$ cat src/rtl/fps_pkg.sv
// Shared constants, the control-register type and the denominator helper
// for the frame-locked PWM synthesizer. Assumes a 7-bit divide field.
package fps_pkg;
    localparam int DIV_W = 7;
    localparam int CFG_W = DIV_W + 1;
    localparam int DEN_W = DIV_W + 3;
    localparam logic [CFG_W-1:0] CFG_RESET = 8'h10;

    typedef struct packed {
        logic             range_x4;
        logic [DIV_W-1:0] div;
    } fps_cfg_t;

    // (div+1) scaled by four when the range bit is set
    function automatic logic [DEN_W-1:0] fps_denominator(fps_cfg_t c);
        logic [DEN_W-1:0] base;
        base = DEN_W'(c.div) + DEN_W'(1);
        return c.range_x4 ? (base << 2) : base;
    endfunction
endpackage

$ cat src/rtl/fps_vsync_meter.sv
// Synchronises vsync, detects rising edges and measures the clock count
// between consecutive edges. Assumes vsync is asynchronous and high for at
// least two clocks. The count saturates and a saturated count is not valid.
module fps_vsync_meter #(
    parameter int CNT_W = 20
) (
    input  logic             clk,
    input  logic             rst_n,
    input  logic             vsync,
    output logic             rise,
    output logic             armed,
    output logic             meas_ok,
    output logic [CNT_W-1:0] meas
);
    logic [1:0]       sync_q;
    logic             prev_q;
    logic [CNT_W-1:0] cnt_q;
    logic             armed_q;
    logic             sat;

    // two-flop synchroniser plus edge history
    always_ff @(posedge clk) begin
        if (!rst_n) begin
            sync_q <= 2'b00;
            prev_q <= 1'b0;
        end else begin
            sync_q <= {sync_q[0], vsync};
            prev_q <= sync_q[1];
        end
    end

    assign rise = sync_q[1] & ~prev_q;

    // cycle counter cleared on each edge, saturating when vsync stops
    always_ff @(posedge clk) begin
        if (!rst_n) begin
            cnt_q <= '0;
        end else if (rise) begin
            cnt_q <= '0;
        end else if (cnt_q != '1) begin
            cnt_q <= cnt_q + CNT_W'(1);
        end
    end

    // remembers that one edge has been seen since reset
    always_ff @(posedge clk) begin
        if (!rst_n) begin
            armed_q <= 1'b0;
        end else if (rise) begin
            armed_q <= 1'b1;
        end
    end

    assign sat     = (cnt_q == '1);
    assign meas    = sat ? cnt_q : cnt_q + CNT_W'(1);
    assign meas_ok = armed_q & ~sat;
    assign armed   = armed_q;
endmodule

$ cat src/rtl/fps_divider.sv
// Restoring unsigned divider: one quotient bit per clock, NUM_W clocks
// from start to the done pulse. A start while busy restarts the division.
// Assumes den is non-zero.
module fps_divider #(
    parameter int NUM_W = 23,
    parameter int DEN_W = 10
) (
    input  logic             clk,
    input  logic             rst_n,
    input  logic             start,
    input  logic [NUM_W-1:0] num,
    input  logic [DEN_W-1:0] den,
    output logic             done,
    output logic [NUM_W-1:0] quo
);
    localparam int CW = $clog2(NUM_W + 1);

    logic             busy_q;
    logic             done_q;
    logic [CW-1:0]    step_q;
    logic [NUM_W-1:0] quo_q;
    logic [DEN_W-1:0] rem_q;
    logic [DEN_W-1:0] den_q;
    logic [DEN_W:0]   trial;
    logic [DEN_W:0]   diff;
    logic             fits;
    logic [DEN_W:0]   rem_nxt;

    // trial subtraction for the next quotient bit
    always_comb begin
        trial   = {rem_q, quo_q[NUM_W-1]};
        fits    = (trial >= {1'b0, den_q});
        diff    = trial - {1'b0, den_q};
        rem_nxt = fits ? diff : trial;
    end

    // iteration state and result shift register
    always_ff @(posedge clk) begin
        if (!rst_n) begin
            busy_q <= 1'b0;
            done_q <= 1'b0;
            step_q <= '0;
            quo_q  <= '0;
            rem_q  <= '0;
            den_q  <= '0;
        end else if (start) begin
            busy_q <= 1'b1;
            done_q <= 1'b0;
            step_q <= CW'(NUM_W);
            quo_q  <= num;
            rem_q  <= '0;
            den_q  <= den;
        end else if (busy_q) begin
            rem_q  <= DEN_W'(rem_nxt);
            quo_q  <= {quo_q[NUM_W-2:0], fits};
            step_q <= step_q - CW'(1);
            if (step_q == CW'(1)) begin
                busy_q <= 1'b0;
                done_q <= 1'b1;
            end else begin
                done_q <= 1'b0;
            end
        end else begin
            done_q <= 1'b0;
        end
    end

    assign done = done_q;
    assign quo  = quo_q;
endmodule

$ cat src/rtl/fps_tick_gen.sv
// Holds the PWM period and produces frame ticks: one on every vsync edge,
// plus one each time the period counter wraps. Also tracks the time since
// the last edge and flags lost sync. Assumes load_val is a raw quotient.
module fps_tick_gen #(
    parameter int PER_W = 23,
    parameter int TO_W  = 20
) (
    input  logic             clk,
    input  logic             rst_n,
    input  logic             rise,
    input  logic             armed,
    input  logic             load,
    input  logic [PER_W-1:0] load_val,
    input  logic [TO_W-1:0]  timeout_lim,
    output logic             pwm_tick,
    output logic             sync_lost,
    output logic             per_vld,
    output logic [PER_W-1:0] per_val
);
    logic [PER_W-1:0] per_q;
    logic             per_vld_q;
    logic [PER_W-1:0] pcnt_q;
    logic             tick_q;
    logic [TO_W-1:0]  tcnt_q;
    logic             lost_q;

    // period register, clamped to at least one clock
    always_ff @(posedge clk) begin
        if (!rst_n) begin
            per_q     <= '0;
            per_vld_q <= 1'b0;
        end else if (load) begin
            per_q     <= (load_val == '0) ? PER_W'(1) : load_val;
            per_vld_q <= 1'b1;
        end
    end

    // frame counter: restart on edge, wrap on period
    always_ff @(posedge clk) begin
        if (!rst_n) begin
            tick_q <= 1'b0;
            pcnt_q <= '0;
        end else if (rise) begin
            tick_q <= 1'b1;
            pcnt_q <= '0;
        end else if (per_vld_q && (pcnt_q >= per_q - PER_W'(1))) begin
            tick_q <= 1'b1;
            pcnt_q <= '0;
        end else begin
            tick_q <= 1'b0;
            if (pcnt_q != '1) begin
                pcnt_q <= pcnt_q + PER_W'(1);
            end
        end
    end

    // lost-sync watchdog, running once the first edge has been seen
    always_ff @(posedge clk) begin
        if (!rst_n) begin
            tcnt_q <= '0;
            lost_q <= 1'b0;
        end else if (rise) begin
            tcnt_q <= '0;
            lost_q <= 1'b0;
        end else if (armed) begin
            if (tcnt_q >= timeout_lim) begin
                lost_q <= 1'b1;
            end else begin
                tcnt_q <= tcnt_q + TO_W'(1);
            end
        end
    end

    assign pwm_tick  = tick_q;
    assign sync_lost = lost_q;
    assign per_vld   = per_vld_q;
    assign per_val   = per_q;
endmodule

$ cat src/rtl/frame_pwm_synth.sv
// Top level of the frame-locked PWM synthesizer. Holds the control
// register, and at each valid vsync edge divides 5x the measured frame
// length by the scaled divide setting. Assumes a synchronous active-low
// reset and a frame longer than the divider latency (CNT_W+3 clocks).
module frame_pwm_synth
    import fps_pkg::*;
#(
    parameter int CNT_W = 20,
    parameter int TO_W  = 20
) (
    input  logic             clk,
    input  logic             rst_n,
    input  logic             cfg_we,
    input  logic [7:0]       cfg_wdata,
    output logic [7:0]       cfg_rdata,
    input  logic [TO_W-1:0]  timeout_lim,
    input  logic             vsync,
    output logic             pwm_tick,
    output logic             sync_lost
);
    localparam int NUM_W = CNT_W + 3;
    localparam int PER_W = NUM_W;

    fps_cfg_t         cfg_q;
    logic             vs_rise;
    logic             vs_armed;
    logic             meas_ok;
    logic [CNT_W-1:0] meas;
    logic [NUM_W-1:0] num;
    logic [DEN_W-1:0] den;
    logic             div_start;
    logic             div_done;
    logic [NUM_W-1:0] div_quo;
    logic             tick_per_vld;
    logic [PER_W-1:0] tick_per_val;

    // control register with reset value 0x10
    always_ff @(posedge clk) begin
        if (!rst_n) begin
            cfg_q <= fps_cfg_t'(CFG_RESET);
        end else if (cfg_we) begin
            cfg_q <= fps_cfg_t'(cfg_wdata);
        end
    end

    assign cfg_rdata = cfg_q;

    fps_vsync_meter #(.CNT_W(CNT_W)) u_meter (
        .clk     (clk),
        .rst_n   (rst_n),
        .vsync   (vsync),
        .rise    (vs_rise),
        .armed   (vs_armed),
        .meas_ok (meas_ok),
        .meas    (meas)
    );

    // 5 * measured length, denominator from the setting sampled at the edge
    assign num       = ({3'b000, meas} << 2) + {3'b000, meas};
    assign den       = fps_denominator(cfg_q);
    assign div_start = vs_rise & meas_ok & ~sync_lost;

    fps_divider #(.NUM_W(NUM_W), .DEN_W(DEN_W)) u_div (
        .clk   (clk),
        .rst_n (rst_n),
        .start (div_start),
        .num   (num),
        .den   (den),
        .done  (div_done),
        .quo   (div_quo)
    );

    fps_tick_gen #(.PER_W(PER_W), .TO_W(TO_W)) u_tick (
        .clk         (clk),
        .rst_n       (rst_n),
        .rise        (vs_rise),
        .armed       (vs_armed),
        .load        (div_done),
        .load_val    (div_quo),
        .timeout_lim (timeout_lim),
        .pwm_tick    (pwm_tick),
        .sync_lost   (sync_lost),
        .per_vld     (tick_per_vld),
        .per_val     (tick_per_val)
    );
endmodule

$ cat config.mk
export PLATFORM = sky130hd
export DESIGN_NAME = frame_pwm_synth
export DESIGN_NICKNAME = d
export VERILOG_FILES = /design/src/rtl/fps_pkg.sv /design/src/rtl/fps_vsync_meter.sv /design/src/rtl/fps_divider.sv /design/src/rtl/fps_tick_gen.sv /design/src/rtl/frame_pwm_synth.sv
export SDC_FILE = /design/constraint.sdc
export NUM_CORES = 1
export LEC_CHECK = 0
export BUFFER_PORTS_ARGS = -buffer_cell sky130_fd_sc_hd__buf_2
export CAP_MARGIN = 0
export CELL_PAD_IN_SITES_DETAIL_PLACEMENT = 1
export CELL_PAD_IN_SITES_GLOBAL_PLACEMENT = 1
export CORE_ASPECT_RATIO = 0.7
export CORE_MARGIN = 2
export CORE_UTILIZATION = 45
export DETAILED_ROUTE_END_ITERATION = 6
export PLACE_DENSITY_LB_ADDON = 0.1
export SYNTH_ARGS = -nofsm -noshare
export SYNTH_HDL_FRONTEND = slang
export SYNTH_SLANG_ARGS = --single-unit
$ cat constraint.sdc
create_clock -name clk -period 9.4 [get_ports clk]
set_input_delay 2.35 -clock clk [delete_from_list [all_inputs] [get_ports clk]]
set_output_delay 2.35 -clock clk [all_outputs]
set_load 0.05 [all_outputs]
# After elaboration in Yosys (flattened, before gate mapping)
# Cells that the tools add are included.
totals:
  wordCells: 67
  reg_bits: 151
  input_bits: 32
  out_inout_bits: 10
op_classes:
  eq_ne: 4
  order_cmp: 3
  mux: 14
  n_reduce_logical: 9
  addsub: 8
  bitwise_logic: 10
op_table:
  columns: ["operator", "n"]
  rows:
  - ["$mux W23", 3]
  - ["$add A20 B1 Y20 const B", 2]
  - ["$add A22 B20 Y23", 1]
  - ["$add A23 B1 Y23 const B", 1]
  - ["$ge A23 B23 Y1", 1]
  - ["$logic_not A23 Y1", 1]
  - ["$ne A23 B23 Y1 const B", 1]
  - ["$sub A23 B1 Y23 const B", 1]
  - ["$eq A20 B20 Y1 const B", 1]
  - ["$ge A20 B20 Y1", 1]
  - ["$mux W10", 2]
  - ["$mux W20", 1]
  - ["$ne A20 B20 Y1 const B", 1]
  - ["$ge A11 B10 Y1", 1]
  - ["$mux W5", 2]
  - ["$sub A10 B10 Y10", 1]
  - ["$add A7 B1 Y8 const B", 1]
  - ["$mux W1", 6]
  - ["$not A1 Y1", 6]
  - ["$reduce_or A3 Y1", 2]
  - ["$eq A5 B1 Y1 const B", 1]
  - ["$sub A5 B1 Y5 const B", 1]
  - ["$and A1 B1 Y1", 4]
  - ["$reduce_and A2 Y1", 2]
  - ["3 further kinds", 4]

# Depth between registers and ports, before layout
# Gate-level depths: netlist (run 1).
logic_depth:
  ltp_word: 6
  depth_mapped: 16

# Modules after synthesis
# From an unflattened synthesis (run 1), not the netlist that was laid out.
unflattened:
  cells_unflattened: 1199
  hier_area_um2: 10012.1
modules_own_cells:
  columns: ["module", "instances", "area_per_inst_um2", "cells_each"]
  rows:
  - ["fps_tick_gen", 1, 4306.6, 509]
  - ["fps_divider", 1, 2740.1, 315]
  - ["frame_pwm_synth", 1, 1582.8, 208]
  - ["fps_vsync_meter", 1, 1382.6, 167]

# Worst setup path before layout (run 1)
# OpenSTA, ideal clock, no wires.
synth_timing:
  kind: "input-to-reg"
  startpoint: "input port timeout_lim[9]"
  endpoint: "register u_tick.tcnt_q[12]"
  cell_stages: 10
  required_time_ns: 9.330
  setup_slack_ns: 5.008
  arrival_time_ns: 4.321
  cell_sequence: "inv_1 ha_1 a21o_1 a21o_1 a211oi_2 o21a_1 o31ai_1 a2111o_1 or3_1 a21oi_1"
synth_via:
  elab_chain_len: 3
synth_lines:
  columns: ["element", "line", "rtl"]
  rows:
  - ["start, declared", "frame_pwm_synth.sv:16", "input logic [TO_W-1:0] timeout_lim,"]
  - ["$ge A20 B20 Y1", "fps_tick_gen.sv:66", "if (tcnt_q >= timeout_lim) begin"]
  - ["$not A1 Y1 (no source line)", null, null]
  - ["$reduce_and A2 Y1 (no source line)", null, null]
  - ["end signal, assigned", "fps_tick_gen.sv:69", "tcnt_q <= tcnt_q + TO_W'(1);"]
  - ["end, declared", "fps_tick_gen.sv:24", "logic [TO_W-1:0] tcnt_q;"]
# No other way between the ends.
# A chain may end at the register's enable or synchronous reset.

# Worst setup path in the final report (run 1)
layout_timing:
  startpoint: "input port timeout_lim[5]"
  endpoint: "register u_tick.tcnt_q[17]"
# Same word-level chain as after synthesis.

==> results of run 1 <==
==> through the flow <==
stage          power, uW  hold slack (ns)  cells  util, %  instance area (sq um)
2_1_floorplan        736            0.412   1125        -                   9390
3_3_place_gp         763            0.415   1411     47.9                   9850
3_5_place_dp         766            0.439   1411     47.9                   9850
4_1_cts             1470            0.446   1443     50.7                  10400
5_1_grt             1510            0.462   1443     50.7                  10400
6_report            1460            0.441   1443     50.7                  10400
==> metal layers <==
metal	global-route usage (%)	routed length [um]
met1	36.4	13900
met5	0	0
met2	34.0	10200
met4	4.86	192
met3	3.75	730
==> final timing paths <==
kind	slack (ns)	end	startpoint
setup reg to reg	4.91	u_div.quo[22]$_SDFFE_PN0P_	u_meter.cnt_q[0]$_SDFFE_PP0N_
hold reg to reg	0.44	u_meter.sync_q[1]$_SDFF_PN0_	u_meter.sync_q[0]$_SDFF_PN0_
setup / recovery	4.83	u_tick.tcnt_q[17]$_SDFFE_PP0P_	timeout_lim[5]
hold / removal	0.44	u_meter.sync_q[1]$_SDFF_PN0_	u_meter.sync_q[0]$_SDFF_PN0_
==> registers in the layout, summed over array words and instances (netlist names) <==
name / count
u_tick.pwm_tick: 1
u_meter.armed: 1
u_div.quo: 23
cfg_rdata: 8
u_div.rem_q: 10
u_div.done: 1
u_tick.sync_lost: 1
u_div.den_q: 10
u_tick.per_val: 23
u_meter.cnt_q: 20
u_meter.sync_q: 2
u_tick.pcnt_q: 23
u_div.busy_q: 1
u_tick.per_vld: 1
u_tick.tcnt_q: 20
u_meter.prev_q: 1
u_div.step_q: 5
==> report_power, final <==
part / leakage [uW] / switching [uW] / internal [uW]
combinational: 0.00311 / 59.0 / 34.5
sequential: 0.00122 / 11.8 / 648
clock: 0.000285 / 307 / 398
==> layout make-up <==
class	instances	share of cell area [%]
multi-input combinational	873	57.3
sequential	151	28.9
clock buffer	17	4.07
tap	276	3.31
timing repair buffer	50	2.61
inverter	61	2.19
clock inverter	15	1.60
==> cell usage in the layout, fill, tap and decap left out, types with 6 or more instances in the layout <==
master and count:
a211oi_1 31, a21o_1 24, a21oi_1 77, a31oi_1 9, and2_1 26, and3_1 16, buf_2 41, buf_4 9
clkbuf_16 17, dfxtp_1 150, ha_1 78, inv_1 59, mux2_2 6, mux2i_1 55, nand2_1 90, nand3_1 36
nand4_1 25, nor2_1 129, nor2b_1 9, nor3_1 23, nor4_1 12, o211ai_1 11, o21a_1 6, o21ai_0 35
or3_1 7, xnor2_1 65, xor2_1 30
==> cell families after synthesis <==
kind of cell	synth area share, %
muxes	6.58
adders and majority gates	10.8
buffers and inverters	4.12
xor gates and xnor gates	8.86
AOI/OAI and AO/OA	16.2
and+or+nand+nor	21.2
DFF	32.2
==> worst max-delay path, cell delays in order <==
cell      delay [ns]
buf_2           0.07
inv_1           0.04
ha_1            0.32
a21o_1          0.17
a21o_1          0.18
a21oi_1         0.17
o31a_1          0.19
o31ai_1         0.07
buf_4           0.18
a211oi_2        0.72
a211oi_1        0.17
a31o_2          0.26
==> tab_implementation.tex, run 1 <==
\begin{tabular}{lr}
\hline
Metric & Value \\
\hline
\multicolumn{2}{l}{\textbf{Status}} \\
Run status & complete, no violations \\
\multicolumn{2}{l}{\textbf{STA}} \\
Slew at the pin closest to its max-slew limit & 1.05 ns \\
Worst Clk Skew & 0.0111 ns \\
Minimum period implied by the final worst setup slack & 4.57 ns \\
Setup slack after layout & 4.83 ns \\
Number of hold-slack violations in the final timing report & 0 \\
Slew Limit Fails & 0 \\
Final count of negative-setup-slack endpoints & 0 \\
Unrepaired setup endpoints after global routing & no \\
Fmax achieved & 219 MHz \\
Tcrit/Tclk final & 48.6\% \\
Final TNS setup & 0 ns \\
Worst slew slack as a fraction of its limit & 30.0\% \\
\multicolumn{2}{l}{\textbf{GRT}} \\
Maximum number of pins on one net before global-route repair & 61 \\
Number of global-route vias before repair & 8084 \\
GRT Util Overall & 23.5\% \\
Number of antenna violations at the first check in global routing & 0 \\
First-pass GRT wire length & 41800 um \\
Total global routing overflow & 0 \\
\multicolumn{2}{l}{\textbf{Worst setup path}} \\
CP Max Fanout & 11 \\
Capturing element type of the critical path & flip-flop \\
Type of origin of the critical path & input pin \\
Worst EP required & 9.73 ns \\
Category of the critical setup timing path & input pin to flip-flop \\
Worst r2r path cells & 15 \\
Arrival @ worst endpoint & 4.90 ns \\
\multicolumn{2}{l}{\textbf{Die}} \\
Core area & 20600 sq um \\
Top-Level Pins & 42 \\
Horizontal extent of the die & 177 um \\
Die Height & 125 um \\
Initial cell density of the core & 45.6\% \\
Total Die Area & 22000 sq um \\
Core Rows & 44 \\
\multicolumn{2}{l}{\textbf{Clock tree}} \\
Setup Fix Bufs, Post-CTS & 0 \\
Latest clock arrival within the worst-skew pair & 0.44 ns \\
H-tree Lvls & 4 \\
CTS sink count & 151 \\
TritonCTS clock tree & done \\
Clock root buffer & clkbuf\_16 \\
Total CTS buffers & 17 \\
Count of hold buffers inserted by post-cts repair & 0 \\
Clock-pin slew on the worst setup and hold paths & 0.07 ns \\
Maximum buffer depth of the clock tree & 2 \\
Number of cells upsized or downsized after cts & 0 \\
\multicolumn{2}{l}{\textbf{Routing}} \\
Average wire per cell in the routed design & 17.3 um \\
Post-detailed-route count of antenna-violating nets & 0 \\
Via total after detailed routing & 8056 \\
Via density & 5.58 \\
First-pass DRT Iterations & 4 \\
Wirelength, routed & 25000 um \\
DRC violations left & 0 \\
Drt first-iter violations & 396 \\
\multicolumn{2}{l}{\textbf{Placed design}} \\
Count of input and output buffers & 41 \\
Post-placement worst setup slack & 4.42 ns \\
Dpl hpwl & 18400 um \\
Weighted congestion reported at the end of routability-driven placement & 0.820 \\
\multicolumn{2}{l}{\textbf{Synth}} \\
Post-synth design cell area & 9390 sq um \\
Most instantiated flip-flop cell in the synthesis netlist & dfxtp\_1 \\
Async SR Flop Fraction & 0\% \\
Most frequent cell after synthesis & dfxtp\_1 \\
Share of Yosys cell area claimed by the top area cell type & 32.2\% \\
Cells after Synth & 1125 \\
Top cells by area in the synthesized netlist & dfxtp\_1, ha\_1, xnor2\_1 \\
Most used standard cells in the synthesized netlist & dfxtp\_1, nor2\_1, nand2\_1 \\
EDFF count, synth & 0 \\
Number of storage elements in the synthesis netlist & 151 \\
Part of the Yosys area used for sequential elements & 32.2\% \\
Number of distinct library cell variants in the gate-level netlist after synthesis & 67 \\
Synthesis warning total & 0 \\
Top cell type by total area after synthesis & dfxtp\_1 \\
Net count after synthesis & 1237 \\
Syn Area/Cell & 8.34 sq um \\
\multicolumn{2}{l}{\textbf{Cells and area}} \\
Multi-input logic area & 5980 sq um \\
Nets & 1266 \\
Diode count & 0 \\
Layout cells sized above 1 & 9.00\% \\
Total of fill cells in the finished design & 2473 \\
Sequential cell area & 3020 sq um \\
Area Overhead vs Synth & 11.3\% \\
\multicolumn{2}{l}{\textbf{Hold path}} \\
Worst hold stages & 1 \\
Class of the most critical hold timing path & flip-flop to flip-flop \\
\multicolumn{2}{l}{\textbf{Power}} \\
Leakage power & 0.00462 uW \\
Peak VDD IR & 0.117 mV \\
Power density relative to cell area & 140 nW/um\^{}2 \\
\multicolumn{2}{l}{\textbf{Run}} \\
Max-Cap Viols & 0 \\
\hline
\end{tabular}
Power figures use the tool's default switching activity.
==> inputs of run 2 (changes only) <==
Clock period 9.4 ns to 4.8 ns, I/O delays scaled along.
==> tab_implementation.tex, run 2 (synthesis gave the netlist of run 1 again) <==
\begin{tabular}{lr}
\hline
Metric & Value \\
\hline
\multicolumn{2}{l}{\textbf{Placed design}} \\
Count of input and output buffers & 41 \\
Weighted congestion reported at the end of routability-driven placement & 0.848 \\
Dpl hpwl & 18400 um \\
\multicolumn{2}{l}{\textbf{Clock tree}} \\
Clock root buffer & clkbuf\_16 \\
Setup Fix Bufs, Post-CTS & 0 \\
H-tree Lvls & 4 \\
Total CTS buffers & 17 \\
Number of cells upsized or downsized after cts & 0 \\
CTS sink count & 151 \\
Clock-pin slew on the worst setup and hold paths & 0.07 ns \\
Maximum buffer depth of the clock tree & 2 \\
Latest clock arrival within the worst-skew pair & 0.44 ns \\
Count of hold buffers inserted by post-cts repair & 0 \\
TritonCTS clock tree & done \\
\multicolumn{2}{l}{\textbf{Die}} \\
Initial cell density of the core & 45.6\% \\
Core area & 20600 sq um \\
Top-Level Pins & 42 \\
Core Rows & 44 \\
Horizontal extent of the die & 177 um \\
Total Die Area & 22000 sq um \\
Die Height & 125 um \\
\multicolumn{2}{l}{\textbf{STA}} \\
Final count of negative-setup-slack endpoints & 0 \\
Unrepaired setup endpoints after global routing & no \\
Minimum period implied by the final worst setup slack & 4.02 ns \\
Number of hold-slack violations in the final timing report & 0 \\
Final TNS setup & 0 ns \\
Fmax achieved & 249 MHz \\
Worst Clk Skew & 0.0124 ns \\
Worst hold slack & 0.435 ns \\
Slew Limit Fails & 0 \\
Slew at the pin closest to its max-slew limit & 0.771 ns \\
Tcrit/Tclk final & 83.8\% \\
Worst slew slack as a fraction of its limit & 48.2\% \\
\multicolumn{2}{l}{\textbf{Cells and area}} \\
Total of fill cells in the finished design & 2485 \\
Sequential cell area & 3020 sq um \\
Nets & 1268 \\
Multi-input logic area & 5980 sq um \\
Final cell utilization of the core & 50.7\% \\
Highest-count cells in the layout ignoring fill and taps & dfxtp\_1, nor2\_1, nand2\_1, ha\_1, a21oi\_1 \\
Layout cells sized above 1 & 9.08\% \\
Most common cell after layout, fill and taps aside & dfxtp\_1 \\
Area Overhead vs Synth & 11.2\% \\
Diode count & 0 \\
\multicolumn{2}{l}{\textbf{Worst setup path}} \\
Type of origin of the critical path & flip-flop \\
Capturing element type of the critical path & flip-flop \\
Worst r2r path cells & 15 \\
Reg2reg start & u\_meter.cnt\_q[0]\$\_SDFFE\_PP0N\_ \\
Arrival @ worst endpoint & 4.35 ns \\
Critical R2R Capture & u\_div.quo[20]\$\_SDFFE\_PN0P\_ \\
CP max stage delay & 0.46 ns \\
End point of the critical path & u\_div.quo[20]\$\_SDFFE\_PN0P\_ \\
Worst EP required & 5.12 ns \\
Most used cell along the critical path & a21oi\_1 \\
Category of the critical setup timing path & flip-flop to flip-flop \\
Worst Setup SP & u\_meter.cnt\_q[0]\$\_SDFFE\_PP0N\_ \\
Reg-to-reg slack, setup & 0.78 ns \\
CP Max Fanout & 6 \\
Crit path max-delay cell type & o311ai\_1 \\
CP Cell Sequence & ha\_1 > inv\_1 > nor2\_1 > nand3\_1 > o311ai\_1 > nor2\_1 > xnor2\_1 > ha\_1 > a21oi\_1 > o21ai\_0 > nor3b\_1 > a211o\_1 > a21oi\_1 > o31ai\_1 > a21oi\_1 \\
\multicolumn{2}{l}{\textbf{GRT}} \\
First-pass GRT wire length & 41900 um \\
GRT Util Overall & 23.6\% \\
Number of antenna violations at the first check in global routing & 0 \\
Total global routing overflow & 0 \\
Maximum number of pins on one net before global-route repair & 49 \\
Number of global-route vias before repair & 8061 \\
\multicolumn{2}{l}{\textbf{Hold path}} \\
Class of the most critical hold timing path & flip-flop to flip-flop \\
\multicolumn{2}{l}{\textbf{Routing}} \\
Drt first-iter violations & 427 \\
DRC violations left & 0 \\
Via density & 5.54 \\
Average wire per cell in the routed design & 17.1 um \\
Wirelength, routed & 24700 um \\
Via total after detailed routing & 8005 \\
Post-detailed-route count of antenna-violating nets & 0 \\
First-pass DRT Iterations & 4 \\
\multicolumn{2}{l}{\textbf{Power}} \\
Leakage power & 0.00462 uW \\
Peak VDD IR & 0.241 mV \\
Power density relative to cell area & 268 nW/um\^{}2 \\
\multicolumn{2}{l}{\textbf{Run}} \\
Max-Cap Viols & 0 \\
\multicolumn{2}{l}{\textbf{Status}} \\
Run status & complete, no violations \\
\hline
\end{tabular}
==> run 2: stage by stage <==
stage	setup slack [ns]	cells	power [uW]	instance area (sq um)
6_report	0.780	1444	2790	10400
5_1_grt	0.343	1444	2910	10400
4_1_cts	0.772	1444	2820	10400
3_5_place_dp	0.826	1413	1500	9870
3_3_place_gp	0.969	1413	1490	9870
2_1_floorplan	1.36	1125	1440	9390
==> run 2: critical path: cells and delay by family, from the launching register on <==
family,cells,cell delay [ns]
buffers and inverters,1,0.06
AO/OA/AOI/OAI,7,1.61
adder cells (fa/ha/maj),2,0.63
AND/OR/NAND/NOR,4,0.87
XOR/XNOR,1,0.31
flip-flops,1,0.43
==> run 2: report_power, final <==
part           total (uW)  internal (uW)  switching (uW)  leakage [uW]
Clock                1320            725             597      0.000278
Combinational         180           67.9             112       0.00312
Sequential           1290           1270            22.1       0.00122
Total                2790           2060             731       0.00462
==> run 2: cell type report <==
class | count | area share [%]
well taps | 276 | 3.31
repair buffers | 52 | 2.76
clock buffers | 17 | 4.08
flip-flops and latches | 151 | 29.0
multi-input cells | 873 | 57.3
clock inverters | 14 | 1.38
inverters | 61 | 2.19
==> run 2: worst min-delay path by stage <==
stage,end,startpoint,slack [ns],depth (start not counted)
2_1_floorplan,u_meter.sync_q[1]$_SDFF_PN0_,u_meter.sync_q[0]$_SDFF_PN0_,0.41,1
3_3_place_gp,u_meter.sync_q[1]$_SDFF_PN0_,u_meter.sync_q[0]$_SDFF_PN0_,0.42,1
3_5_place_dp,u_meter.sync_q[1]$_SDFF_PN0_,u_meter.sync_q[0]$_SDFF_PN0_,0.42,1
4_1_cts,u_meter.sync_q[1]$_SDFF_PN0_,u_meter.sync_q[0]$_SDFF_PN0_,0.44,1
5_1_grt,u_meter.sync_q[1]$_SDFF_PN0_,u_meter.sync_q[0]$_SDFF_PN0_,0.46,1
6_report,u_meter.sync_q[1]$_SDFF_PN0_,u_meter.sync_q[0]$_SDFF_PN0_,0.43,1
==> run 2: routing by layer <==
| layer | GRT usage, % | wire length, um | vias up |
|---|---|---|---|
| li1 | - | - | 4059 |
| met1 | 36.4 | 13800 | 3831 |
| met2 | 33.7 | 9910 | 100 |
| met3 | 4.64 | 784 | 15 |
| met4 | 4.91 | 167 | 0 |
| met5 | 0 | 0 | - |
==> inputs of run 3 (changes only) <==
Clock period 4.8 ns to 4 ns, I/O delays scaled along.
==> tab_implementation.tex, run 3 (synthesis gave the netlist of run 1 again) <==
\begin{tabular}{lr}
\hline
Metric & Value \\
\hline
\multicolumn{2}{l}{\textbf{Worst setup path}} \\
Crit path max-delay cell type & fa\_1 \\
CP Max Fanout & 5 \\
CP max stage delay & 0.41 ns \\
Worst path depth & 15 \\
Category of the critical setup timing path & flip-flop to flip-flop \\
Type of origin of the critical path & flip-flop \\
Worst EP required & 4.32 ns \\
CP Cell Sequence & nand4\_1 > nor4\_4 > buf\_4 > nand4\_2 > xor2\_1 > ha\_2 > fa\_1 > a21o\_1 > nand4\_1 > a21oi\_2 > or2\_2 > a21o\_1 > a21oi\_1 > nor3\_1 > a2111oi\_1 \\
Capturing element type of the critical path & flip-flop \\
Arrival @ worst endpoint & 4.12 ns \\
Worst r2r path cells & 15 \\
Kind of cell adding the most delay to the critical path & simple AND/OR/NAND/NOR gates \\
Count of buffering cells on the critical path with inverters included & 1 \\
\multicolumn{2}{l}{\textbf{Cells and area}} \\
Nets & 1280 \\
Most common cell after layout, fill and taps aside & dfxtp\_1 \\
Sequential cell area & 3030 sq um \\
Finished Cell Area & 10700 sq um \\
Final cell utilization of the core & 51.9\% \\
Layout cells sized above 1 & 11.3\% \\
Total of fill cells in the finished design & 2499 \\
Area Overhead vs Synth & 13.8\% \\
Multi-input logic area & 6090 sq um \\
Diode count & 0 \\
Highest-count cells in the layout ignoring fill and taps & dfxtp\_1, nor2\_1, nand2\_1, a21oi\_1, ha\_1 \\
\multicolumn{2}{l}{\textbf{Hold path}} \\
Worst hold stages & 1 \\
Class of the most critical hold timing path & flip-flop to flip-flop \\
\multicolumn{2}{l}{\textbf{Clock tree}} \\
Maximum buffer depth of the clock tree & 2 \\
Total CTS buffers & 17 \\
Clock root buffer & clkbuf\_16 \\
Count of hold buffers inserted by post-cts repair & 0 \\
CTS sink count & 151 \\
H-tree Lvls & 4 \\
TritonCTS clock tree & done \\
Clock-pin slew on the worst setup and hold paths & 0.07 ns \\
Latest clock arrival within the worst-skew pair & 0.44 ns \\
\multicolumn{2}{l}{\textbf{Power}} \\
Peak VDD IR & 0.295 mV \\
Power density relative to cell area & 321 nW/um\^{}2 \\
Power Total & 3430 uW \\
Leakage power & 0.00471 uW \\
\multicolumn{2}{l}{\textbf{Placed design}} \\
Count of input and output buffers & 41 \\
Weighted congestion reported at the end of routability-driven placement & 0.829 \\
Placement Cell Area & 9940 sq um \\
Post-placement worst setup slack & 0.0556 ns \\
Dpl hpwl & 19000 um \\
\multicolumn{2}{l}{\textbf{Die}} \\
Total Die Area & 22000 sq um \\
Die Height & 125 um \\
Initial cell density of the core & 45.6\% \\
Horizontal extent of the die & 177 um \\
Core Rows & 44 \\
Core area & 20600 sq um \\
Top-Level Pins & 42 \\
\multicolumn{2}{l}{\textbf{Routing}} \\
First-pass DRT Iterations & 5 \\
Via total after detailed routing & 8147 \\
Via density & 5.59 \\
Average wire per cell in the routed design & 17.7 um \\
Post-detailed-route count of antenna-violating nets & 0 \\
Wirelength, routed & 25800 um \\
Drt first-iter violations & 409 \\
DRC violations left & 0 \\
\multicolumn{2}{l}{\textbf{STA}} \\
Setup slack after layout & 0.195 ns \\
Minimum period implied by the final worst setup slack & 3.80 ns \\
Number of hold-slack violations in the final timing report & 0 \\
Slew at the pin closest to its max-slew limit & 0.950 ns \\
Slew Limit Fails & 0 \\
Tcrit/Tclk final & 95.1\% \\
Worst slew slack as a fraction of its limit & 36.7\% \\
Final count of negative-setup-slack endpoints & 0 \\
Fmax achieved & 263 MHz \\
Worst Clk Skew & 0.0118 ns \\
Worst hold slack & 0.428 ns \\
\multicolumn{2}{l}{\textbf{GRT}} \\
First-pass GRT wire length & 42700 um \\
Total global routing overflow & 0 \\
GRT Util Overall & 24.1\% \\
Number of antenna violations at the first check in global routing & 0 \\
Maximum number of pins on one net before global-route repair & 51 \\
Number of global-route vias before repair & 8051 \\
\multicolumn{2}{l}{\textbf{Run}} \\
Max-Cap Viols & 0 \\
\multicolumn{2}{l}{\textbf{Status}} \\
Run status & complete, no violations \\
\hline
\end{tabular}
## run 3: final timing paths
| check | endpoint | slack (ns) | start |
|---|---|---|---|
| worst max register to register | u_div.quo[14]$_SDFFE_PN0P_ | 0.20 | u_meter.cnt_q[12]$_SDFFE_PP0N_ |
| worst min-delay path | u_meter.sync_q[1]$_SDFF_PN0_ | 0.43 | u_meter.sync_q[0]$_SDFF_PN0_ |
| worst min register to register | u_meter.sync_q[1]$_SDFF_PN0_ | 0.43 | u_meter.sync_q[0]$_SDFF_PN0_ |
| worst max-delay path | u_div.quo[14]$_SDFFE_PN0P_ | 0.20 | u_meter.cnt_q[12]$_SDFFE_PP0N_ |
## run 3: area by class of cell
class | instances | share of cell area [%]
Multi-Input combinational cell | 874 | 57.0
Sequential cell | 151 | 28.3
Clock buffer | 20 | 4.28
Timing Repair Buffer | 63 | 3.70
Tap cell | 276 | 3.23
Inverter | 61 | 2.14
Clock inverter | 12 | 1.34
## run 3: worst reg2reg max path, stage by stage (launching register included)
cell	delay (ns)
dfxtp_1	0.39
nand4_1	0.26
nor4_4	0.31
buf_4	0.19
nand4_2	0.18
xor2_1	0.21
ha_2	0.22
fa_1	0.41
a21o_1	0.19
nand4_1	0.13
a21oi_2	0.08
or2_2	0.30
a21o_1	0.19
a21oi_1	0.24
nor3_1	0.10
a2111oi_1	0.30
## run 3: power breakdown
part	internal [uW]	total, uW	switching, uW
Sequential	1520	1550	28.1
Combinational	87.1	229	142
Clock	960	1650	691
## run 3: what timing repair did
| item | CTS | global route |
|---|---|---|
| cloned | 0 | 1 |
| setup buffers | 0 | 5 |
| endpoints found under the hold margin | 0 | 0 |
| setup endpoints to repair | 1 | 32 |
| pin swaps | 0 | 5 |
| gates resized for setup | 1 | 22 |
## run 3: routing by layer
layer	up-vias	GRT usage (%)	routed length, um
met5	-	0	0
met4	0	5.06	200
met3	16	4.24	740
met2	85	34.2	10700
met1	3957	37.6	14200
li1	4089	-	-
## run 3: through the flow
| step | instances | setup TNS (ns) |
|---|---|---|
| 6_report | 1457 | 0 |
| 5_1_grt | 1457 | -0.0152 |
| 4_1_cts | 1451 | 0 |
| 3_5_place_dp | 1419 | 0 |
| 3_3_place_gp | 1419 | 0 |
| 2_1_floorplan | 1125 | 0 |
